==> src/rtl/aud_tx_pkg.sv <==
package aud_tx_pkg;
  typedef enum logic {
    FMT_LEFT_JUST = 1'b0,
    FMT_I2S       = 1'b1
  } fmt_e;
endpackage

==> src/rtl/aud_tx_edge.sv <==
module aud_tx_edge (
  input  logic clk,
  input  logic rst_n,
  input  logic bclk,
  output logic fall_ev
);
  logic bclk_d;

  always_ff @(posedge clk or negedge rst_n) begin
    if (!rst_n) bclk_d <= 1'b0;
    else        bclk_d <= bclk;
  end

  assign fall_ev = bclk_d & ~bclk;
endmodule

==> src/rtl/aud_tx_slot.sv <==
module aud_tx_slot #(
  parameter int unsigned CNT_W       = 6,
  parameter int unsigned SHORT_SLOTS = 16
) (
  input  logic             clk,
  input  logic             rst_n,
  input  logic             pwr_dn,
  input  logic             fall_ev,
  input  logic             lrck,
  output logic             frame_edge,
  output logic [CNT_W-1:0] slot_q,
  output logic [CNT_W-1:0] slot_nxt,
  output logic             short_q,
  output logic             short_nxt
);
  localparam logic [CNT_W-1:0] SLOT_MAX  = '1;
  localparam logic [CNT_W-1:0] SHORT_END = CNT_W'(SHORT_SLOTS - 1);

  logic lr_prev;

  assign frame_edge = fall_ev & ~pwr_dn & (lrck != lr_prev);

  always_comb begin
    if (frame_edge)            slot_nxt = '0;
    else if (slot_q == SLOT_MAX) slot_nxt = SLOT_MAX;
    else                       slot_nxt = slot_q + 1'b1;
    short_nxt = frame_edge ? (slot_q == SHORT_END) : short_q;
  end

  always_ff @(posedge clk or negedge rst_n) begin
    if (!rst_n) begin
      lr_prev <= 1'b0;
      slot_q  <= SLOT_MAX;
      short_q <= 1'b0;
    end else if (pwr_dn) begin
      lr_prev <= lrck;
      slot_q  <= SLOT_MAX;
      short_q <= 1'b0;
    end else if (fall_ev) begin
      lr_prev <= lrck;
      slot_q  <= slot_nxt;
      short_q <= short_nxt;
    end
  end
endmodule

==> src/rtl/aud_tx_hold.sv <==
module aud_tx_hold #(
  parameter int unsigned W = 24
) (
  input  logic         clk,
  input  logic         rst_n,
  input  logic         pwr_dn,
  input  logic         load,
  input  logic [W-1:0] left_in,
  input  logic [W-1:0] right_in,
  output logic [W-1:0] l_hold,
  output logic [W-1:0] r_hold
);
  always_ff @(posedge clk or negedge rst_n) begin
    if (!rst_n) begin
      l_hold <= '0;
      r_hold <= '0;
    end else if (pwr_dn) begin
      l_hold <= '0;
      r_hold <= '0;
    end else if (load) begin
      l_hold <= left_in;
      r_hold <= right_in;
    end
  end
endmodule

==> src/rtl/dual_fmt_audio_tx.sv <==
module dual_fmt_audio_tx #(
  parameter int unsigned SAMPLE_W  = 24,
  parameter int unsigned SHORT_W   = 16,
  parameter int unsigned MAX_SLOTS = 32
) (
  input  logic                clk,
  input  logic                rst_n,
  input  logic                pwr_dn,
  input  logic                fmt_i2s,
  input  logic                bclk,
  input  logic                lrck,
  input  logic [SAMPLE_W-1:0] left_in,
  input  logic [SAMPLE_W-1:0] right_in,
  output logic                sdata
);
  import aud_tx_pkg::*;

  localparam int unsigned CNT_W = $clog2(MAX_SLOTS) + 1;
  localparam int unsigned IDX_W = $clog2(SAMPLE_W);

  // Bit carried by one slot: left-justified puts bit (W-1-slot) in slot,
  // I2S shifts by one and reuses slot 0 for the spill bit of a short word.
  function automatic logic slot_bit(
    input logic [SAMPLE_W-1:0] cur,
    input logic [SAMPLE_W-1:0] prev,
    input logic [CNT_W-1:0]    slot,
    input fmt_e                fmt,
    input logic                short16
  );
    int s;
    logic r;
    s = int'(slot);
    r = 1'b0;
    if (fmt == FMT_LEFT_JUST) begin
      if (s < int'(SAMPLE_W)) r = cur[IDX_W'(int'(SAMPLE_W) - 1 - s)];
    end else if (s == 0) begin
      r = short16 ? prev[SAMPLE_W-SHORT_W] : 1'b0;
    end else if (s <= int'(SAMPLE_W)) begin
      r = cur[IDX_W'(int'(SAMPLE_W) - s)];
    end
    return r;
  endfunction

  // Internal events, named for the checker
  logic                fall_ev;
  logic                frame_edge;
  logic                left_start;
  logic                left_nxt;
  logic [CNT_W-1:0]    slot_q, slot_nxt;
  logic                short_q, short_nxt;
  logic [SAMPLE_W-1:0] l_hold, r_hold;
  logic [SAMPLE_W-1:0] word_cur, word_prev;
  fmt_e                fmt;

  assign fmt = fmt_e'(fmt_i2s);

  aud_tx_edge u_edge (
    .clk     (clk),
    .rst_n   (rst_n),
    .bclk    (bclk),
    .fall_ev (fall_ev)
  );

  aud_tx_slot #(.CNT_W(CNT_W), .SHORT_SLOTS(SHORT_W)) u_slot (
    .clk        (clk),
    .rst_n      (rst_n),
    .pwr_dn     (pwr_dn),
    .fall_ev    (fall_ev),
    .lrck       (lrck),
    .frame_edge (frame_edge),
    .slot_q     (slot_q),
    .slot_nxt   (slot_nxt),
    .short_q    (short_q),
    .short_nxt  (short_nxt)
  );

  assign left_nxt   = (fmt == FMT_I2S) ? ~lrck : lrck;
  assign left_start = frame_edge & left_nxt;

  aud_tx_hold #(.W(SAMPLE_W)) u_hold (
    .clk      (clk),
    .rst_n    (rst_n),
    .pwr_dn   (pwr_dn),
    .load     (left_start),
    .left_in  (left_in),
    .right_in (right_in),
    .l_hold   (l_hold),
    .r_hold   (r_hold)
  );

  always_comb begin
    if (left_nxt) begin
      word_cur  = left_start ? left_in : l_hold;
      word_prev = r_hold;
    end else begin
      word_cur  = r_hold;
      word_prev = l_hold;
    end
  end

  always_ff @(posedge clk or negedge rst_n) begin
    if (!rst_n)       sdata <= 1'b0;
    else if (pwr_dn)  sdata <= 1'b0;
    else if (fall_ev) sdata <= slot_bit(word_cur, word_prev, slot_nxt, fmt, short_nxt);
  end
endmodule

==> config.mk <==
export PLATFORM = sky130hd
export DESIGN_NAME = dual_fmt_audio_tx
export DESIGN_NICKNAME = d
export VERILOG_FILES = /design/src/rtl/aud_tx_pkg.sv /design/src/rtl/aud_tx_edge.sv /design/src/rtl/aud_tx_slot.sv /design/src/rtl/aud_tx_hold.sv /design/src/rtl/dual_fmt_audio_tx.sv
export SDC_FILE = /design/constraint.sdc
export NUM_CORES = 1
export LEC_CHECK = 0
export BUFFER_PORTS_ARGS = -buffer_cell sky130_fd_sc_hd__buf_2
export CELL_PAD_IN_SITES_DETAIL_PLACEMENT = 0
export CELL_PAD_IN_SITES_GLOBAL_PLACEMENT = 2
export CORE_MARGIN = 5
export CORE_UTILIZATION = 37
export DETAILED_ROUTE_END_ITERATION = 12
export MAX_ROUTING_LAYER = met4
export PLACE_DENSITY_LB_ADDON = 0.12
export SLEW_MARGIN = 40
export SYNTH_ARGS = -nofsm -noshare
export SYNTH_HDL_FRONTEND = slang
export SYNTH_HIERARCHICAL = 1
export SYNTH_SLANG_ARGS = --single-unit
export TNS_END_PERCENT = 1
==> constraint.sdc <==
create_clock -name clk -period 4.83 [get_ports clk]
set_clock_uncertainty 0.1 [all_clocks]
set_input_delay 0.2415 -clock clk [delete_from_list [all_inputs] [get_ports clk]]
set_output_delay 0.2415 -clock clk [all_outputs]
set_load 0.03 [all_outputs]
# --- Word-level counts from Yosys, hierarchy flattened ---
# Cells that the tools add are included.
op_classes:
  bitwise: 7
  addsub: 3
  n_mux: 29
  magnitude_cmp: 4
  n_eq_ne: 3
  reduce_logical: 3
op_table:
  columns: ["cell", "n"]
  rows:
  - ["two-way mux 24 bit", 5]
  - ["two-way mux 6 bit", 4]
  - ["two-way mux 1 bit", 17]
  - ["less-than comparator 5 x 7 -> 1 bit, second input constant", 2]
  - ["binary-select mux 1 bit (select 5 bit)", 2]
  - ["subtractor 5 bit, first input constant", 2]
  - ["two-way mux 9 bit", 1]
  - ["adder 6 x 1 -> 6 bit, second input constant", 1]
  - ["equality test 6 x 4 -> 1 bit, second input constant", 1]
  - ["equality test 6 bit, second input constant", 1]
  - ["<= comparator 6 x 5 -> 1 bit, second input constant", 1]
  - ["zero test 6 bit", 1]
  - ["less-than comparator 6 x 5 -> 1 bit, second input constant", 1]
  - ["AND 1 bit", 4]
  - ["nonzero test 2 bit", 2]
  - ["inverter 1 bit", 3]
  - ["!= test 1 bit", 1]
totals:
  reg_bits: 58
  in_bits: 54
  word_cells: 56
  out_inout_bits: 1

# --- Depth between registers and ports, before layout ---
depth:
  word_depth: 15
  depth_mapped: 16
  ltp_nobuf: 13

# --- By module ---
# The synthesis kept the hierarchy.
modules_own_cells:
  columns: ["module", "n_inst", "cells_per_inst", "seq_area_each_um2", "area_per_inst_um2"]
  rows:
  - ["aud_tx_hold", 1, 155, 1201.2, 1969.4]
  - ["dual_fmt_audio_tx", 1, 164, 25.0, 1357.6]
  - ["aud_tx_slot", 1, 67, 207.7, 600.6]
  - ["aud_tx_edge", 1, 2, 25.0, 38.8]

# --- Worst setup path after synthesis ---
# Ideal clock, no wire load.
synth_path:
  path_type: "register to register"
  from: "reg u_slot.slot_q[0]"
  to: "reg sdata"
  stages_incl_launch_ff: 16
  required_ps: 4634
  slack_ps: 1277
  synth_period_minus_slack_ps: 3553
  path_buffers: 2
  setup_time_ps: 96
  arrival_ps: 3357
  path_cell_list: "dfstp_2 > ha_1 > and3_4 > nand3_1 > a21oi_1 > clkbuf_1 > inv_1 > buf_2 > ha_1 > xnor2_1 > and3_1 > a2bb2oi_1 > o31ai_1 > o311ai_0 > nand4_1 > o32ai_2"
synth_via:
  elab_chain_len: 12
  word_cells_on_any_way: 24
  classes_between: "3 x add/sub; 2 x order compare; 2 x eq/ne; 16 x mux; 1 x reduce/logical"
synth_rtl:
  columns: ["item", "line", "rtl"]
  rows:
  - ["from (decl)", "aud_tx_slot.sv:11", "output logic [CNT_W-1:0] slot_q,"]
  - ["from (signal assigned)", "aud_tx_slot.sv:41", "slot_q <= slot_nxt;"]
  - ["adder 6 x 1 -> 6 bit or equality test 6 bit (tied branches)", "aud_tx_slot.sv:26, aud_tx_slot.sv:25", null]
  - ["two-way mux 6 bit *", "aud_tx_slot.sv:25", "else if (slot_q == SLOT_MAX) slot_nxt = SLOT_MAX;"]
  - ["two-way mux 6 bit *", "aud_tx_slot.sv:24", "if (frame_edge) slot_nxt = '0;"]
  - ["named net slot_nxt[0]", "dual_fmt_audio_tx.sv:49", "logic [CNT_W-1:0] slot_q, slot_nxt;"]
  - ["subtractor 5 bit", "dual_fmt_audio_tx.sv:39", "r = cur[IDX_W'(int'(SAMPLE_W) - s)];"]
  - ["binary-select mux 1 bit (select 5 bit)", "dual_fmt_audio_tx.sv:39", null]
  - ["two-way mux 1 bit (implied by the code) (2 in series)", "dual_fmt_audio_tx.sv:39", null]
  - ["two-way mux 1 bit", "dual_fmt_audio_tx.sv:38", "end else if (s <= int'(SAMPLE_W)) begin"]
  - ["two-way mux 1 bit", "dual_fmt_audio_tx.sv:36", "end else if (s == 0) begin"]
  - ["two-way mux 1 bit *", "dual_fmt_audio_tx.sv:34", "if (fmt == FMT_LEFT_JUST) begin"]
  - ["two-way mux 1 bit *", "dual_fmt_audio_tx.sv:104", "else if (fall_ev) sdata <= slot_bit(word_cur, word_prev, slot_nxt, fmt, short_nxt);"]
  - ["two-way mux 1 bit *", "dual_fmt_audio_tx.sv:103", "else if (pwr_dn) sdata <= 1'b0;"]
  - ["to (signal assigned)", "dual_fmt_audio_tx.sv:104", null]
  - ["to (decl)", "dual_fmt_audio_tx.sv:14", "output logic sdata"]
# The timed path passes the listed nets; every way through them passes the cells marked *. The select of a mux whose other input is x is not followed.
# A chain may end at the register's enable or synchronous reset.

# --- Final worst setup path ---
layout_path:
  from: "in bclk"
  to: "reg sdata"
layout_via:
  word_cells_on_any_way: 28
  classes_between: "2 x add/sub; 2 x order compare; 17 x mux; 5 x bitwise; 2 x reduce/logical"
layout_rtl:
  columns: ["item", "line", "rtl"]
  rows:
  - ["from (decl)", "dual_fmt_audio_tx.sv:10", "input logic bclk,"]
  - ["inverter 1 bit *", "aud_tx_edge.sv:14", "assign fall_ev = bclk_d & ~bclk;"]
  - ["AND 1 bit *", "aud_tx_edge.sv:14", null]
  - ["named net fall_ev", "dual_fmt_audio_tx.sv:45", "logic fall_ev;"]
  - ["AND 1 bit * (2 in series)", "aud_tx_slot.sv:21", "assign frame_edge = fall_ev & ~pwr_dn & (lrck != lr_prev);"]
  - ["named net frame_edge", "dual_fmt_audio_tx.sv:46", "logic frame_edge;"]
  - ["two-way mux 6 bit *", "aud_tx_slot.sv:24", null]
  - ["named net slot_nxt[0]", "dual_fmt_audio_tx.sv:49", null]
  - ["subtractor 5 bit", "dual_fmt_audio_tx.sv:39", null]
  - ["binary-select mux 1 bit (select 5 bit)", "dual_fmt_audio_tx.sv:39", null]
  - ["two-way mux 1 bit (implied by the code) (2 in series)", "dual_fmt_audio_tx.sv:39", null]
  - ["two-way mux 1 bit", "dual_fmt_audio_tx.sv:38", null]
  - ["two-way mux 1 bit", "dual_fmt_audio_tx.sv:36", null]
  - ["two-way mux 1 bit *", "dual_fmt_audio_tx.sv:34", null]
  - ["two-way mux 1 bit *", "dual_fmt_audio_tx.sv:104", null]
  - ["two-way mux 1 bit *", "dual_fmt_audio_tx.sv:103", null]
# Marked as above.

==> impl_metrics.toml <==
[outcome]
outcome = "finished, final reports clean"

[grt]
grt_pass1_vias = 3168
grt_max_degree = 59
grt_usage_pct = 16.9
antenna_found_initial = 0
grt_pass1_wl_microns = 16700
gr-total-overflow = 0

[timing]
tns_ns = 0
rsz0062_at_grt = "false"
hold_ws_ns = 0.0347
max_freq_ghz = 0.248
worst_pin_slew_ns = 0.693
hold_violations = 0
fin_crit_sh_pct = 83.6
report.final.slew_viol_count = 0
finalSetupViolations = 0
layout_min_cycle_time_ns = 4.04
slew-limit-headroom_pct = 53.8

[synthesis]
ys.flop_type = "dfrtp_1"
syn_nets = 445
yosysUniqueCellTypes = 69
synth-seq-area-share_pct = 36.8
yosysWarnings = 6
syn_area_sq_um = 3970
syn-instance-count = 388
synth.ff_latch_count = 58
syn_avg_cell_area_sq_um = 10.2
synth_edf_count = 0
postSynth.asyncResetShare_pct = 100

[drt]
vias = 3115
vias_per_cell = 5.42
dr.pass1.iters = 4
drtAntennaViolNets = 0
dr.first_iter.drc_count = 253
drc = 0
drt-total-wl_microns = 10200
post_drt_wl_per_cell_microns = 17.7

[clock_tree]
cts-root-buf = "clkbuf_8"
cts-buffers-inserted = 9
clk_latency_ns = 0.34
clockBufferDepth = 2
htree_levels = 3
clk_pin_slew_ns = 0.07
cts.sink_count = 58
cts_tree = "done"

[pwr]
vdd_ir_drop_max_v = 0.000107
p_leak_nw = 1.94
power.density_nw_per_um2 = 311

[final_layout]
finalNetCount = 491
syn2layout_area_growth_pct = 13.3
n_antenna_cell = 0
final_cell_area_sq_um = 4490
layout-drive-gt1-share_pct = 29.2
fill_cells = 1084

[worst_setup_path]
crit_required_ns = 4.98
cp_data_arrival_time_ns = 4.18
crit_type = "in -> reg"
crit_chain = "dlygate4sd3_1 > buf_2 > nor2b_4 > nand2b_1 > nor2_2 > a21oi_1 > inv_1 > ha_1 > xnor2_1 > and3_1 > a2bb2oi_1 > o31ai_1 > o311ai_0 > nand4_1 > o32ai_2"
cpMaxStageDelayCell = "dlygate4sd3_1"
cp-end-kind = "flop"
startpoint_type = "input pin"
worstPathMaxFanout = 12
max_stage_delay_ns = 0.53

[flow_run]
cap_violations = 0

[place]
routabilityCongestion = 0.782
dp_hpwl_microns = 7010
place_area_sq_um = 4260
port_buffers = 54

[die]
rows = 37
die_h_microns = 114
start_util_pct = 38.2
dieArea_sq_um = 12900
core_sq_um = 10400
io_pins = 55
die_x_microns = 114

[min_path]
worstHoldPathType = "in -> reg"
critical path: cells and delay by family:
family                   cells  cell delay, ns
AND/OR/NAND/NOR              5            1.41
XOR/XNOR                     1            0.21
adder cells (fa/ha/maj)      1            0.34
AO/OA/AOI/OAI                5            0.92
buffers and inverters        3            1.04
final timing paths:
| check | from | to | depth (start not counted) | slack (ns) |
|---|---|---|---|---|
| worst max-delay path | bclk | sdata | 15 | 0.79 |
| worst min-delay path | right_in[9] | u_hold/r_hold[9] | 3 | 0.03 |
| worst max register to register | u_slot/slot_q[0] | sdata | 14 | 1.01 |
| worst min register to register | u_hold/l_hold[10] | u_hold/l_hold[10] | 2 | 0.42 |
| max in group asynchronous | rst_n | u_hold/r_hold[2] | 3 | 3.81 |
| min in group asynchronous | rst_n | u_slot/short_q | 3 | 0.39 |
power by group:
part / leakage (nW) / switching (mW) / internal [mW]
clock network: 0.0986 / 0.205 / 0.266
logic: 1.06 / 0.240 / 0.170
registers: 0.782 / 0.0143 / 0.501
metal layers:
| metal | share of wire, % | GRT usage, % |
|---|---|---|
| met1 | 50 | 23.0 |
| met4 | 1.1 | 5.45 |
| met2 | 46 | 25.4 |
| met3 | 3.0 | 3.02 |
| met5 | 0 | - |
registers in the layout, summed over array words and instances, names as in the netlist:
signal,cells
u_hold/l_hold,24
u_slot/short_q,1
u_slot/slot_q,6
u_hold/r_hold,24
u_slot/lr_prev,1
u_edge/bclk_d,1
sdata,1
cell type report:
cell class              count  area [sq um]  area share [%]
multi-input cells         293          2260            50.3
flip-flops and latches     58          1460            32.5
repair buffers             65           374            8.33
well taps                 136           170            3.79
clock buffers              12           155            3.45
clock inverters             4          50.0            1.11
inverters                   7          26.3           0.585
synthesized netlist by cell type, types with 4 or more instances:
cell type  instances  area share (%)
mux2i_1           76              19
nor2_1            68             6.4
dfrtp_1           52              33
mux2_2            21             6.0
nand2_1           15             1.4
a21oi_1           13             1.6
clkbuf_1           9            0.85
buf_2              8             1.0
dfstp_2            6             4.0
inv_1              6            0.57
nand3_1            6            0.76
o22ai_1            6            0.95
buf_6              4             1.1
mux4_2             4             2.3
nand4_1            4            0.63
nor2b_1            4            0.63
nor3_1             4            0.50
o21ai_0            4            0.50
o31ai_1            4            0.76
metrics by stage:
step / instances / util [%] / power, mW / worst slack [ns]
floorplan: 388 / - / 0.832 / 1.28
global route: 575 / 43.3 / 1.48 / 0.441
global placement: 557 / 41.1 / 0.931 / 1.10
detailed placement: 557 / 41.1 / 0.931 / 1.00
finish: 575 / 43.3 / 1.40 / 0.793
CTS: 575 / 43.3 / 1.42 / 0.778
cells in the final DEF (no fill, tap or decap), types with 4 or more instances in the layout:
cell / synthesis / routed
a21oi_1: 13 / 12
o31ai_1: 4 / 4
o22ai_1: 6 / 6
clkbuf_8: 2 / 11
mux2_2: 21 / 21
dfrtp_1: 52 / 52
nand2_1: 15 / 15
dfstp_2: 6 / 6
o21ai_0: 4 / 4
nor2_1: 68 / 68
mux4_2: 4 / 4
buf_4: 3 / 7
mux2i_1: 76 / 76
nand4_1: 4 / 4
buf_2: 8 / 54
inv_1: 6 / 6
nor2b_1: 4 / 4
nand3_1: 6 / 6
timing repair:
| item | in CTS | in global routing |
|---|---|---|
| hold buffers | 2 | 0 |
| resized for setup | 0 | 0 |
| endpoints found under the setup margin | 0 | 0 |
| buffers inserted | 0 | 0 |
| hold endpoints to repair | 42 | 0 |
cells by family after synthesis:
group	after synthesis	share of synthesized area [%]
buffers and inverters	37	6.81
multiplexers	102	28.1
AO/OA/AOI/OAI	57	10.5
adder cells (fa/ha/maj)	3	0.946
flip-flops	58	36.8
XOR/XNOR	7	1.92
AND/OR/NAND/NOR	124	15.0
Note: power is estimated with default switching activity, not from simulation.
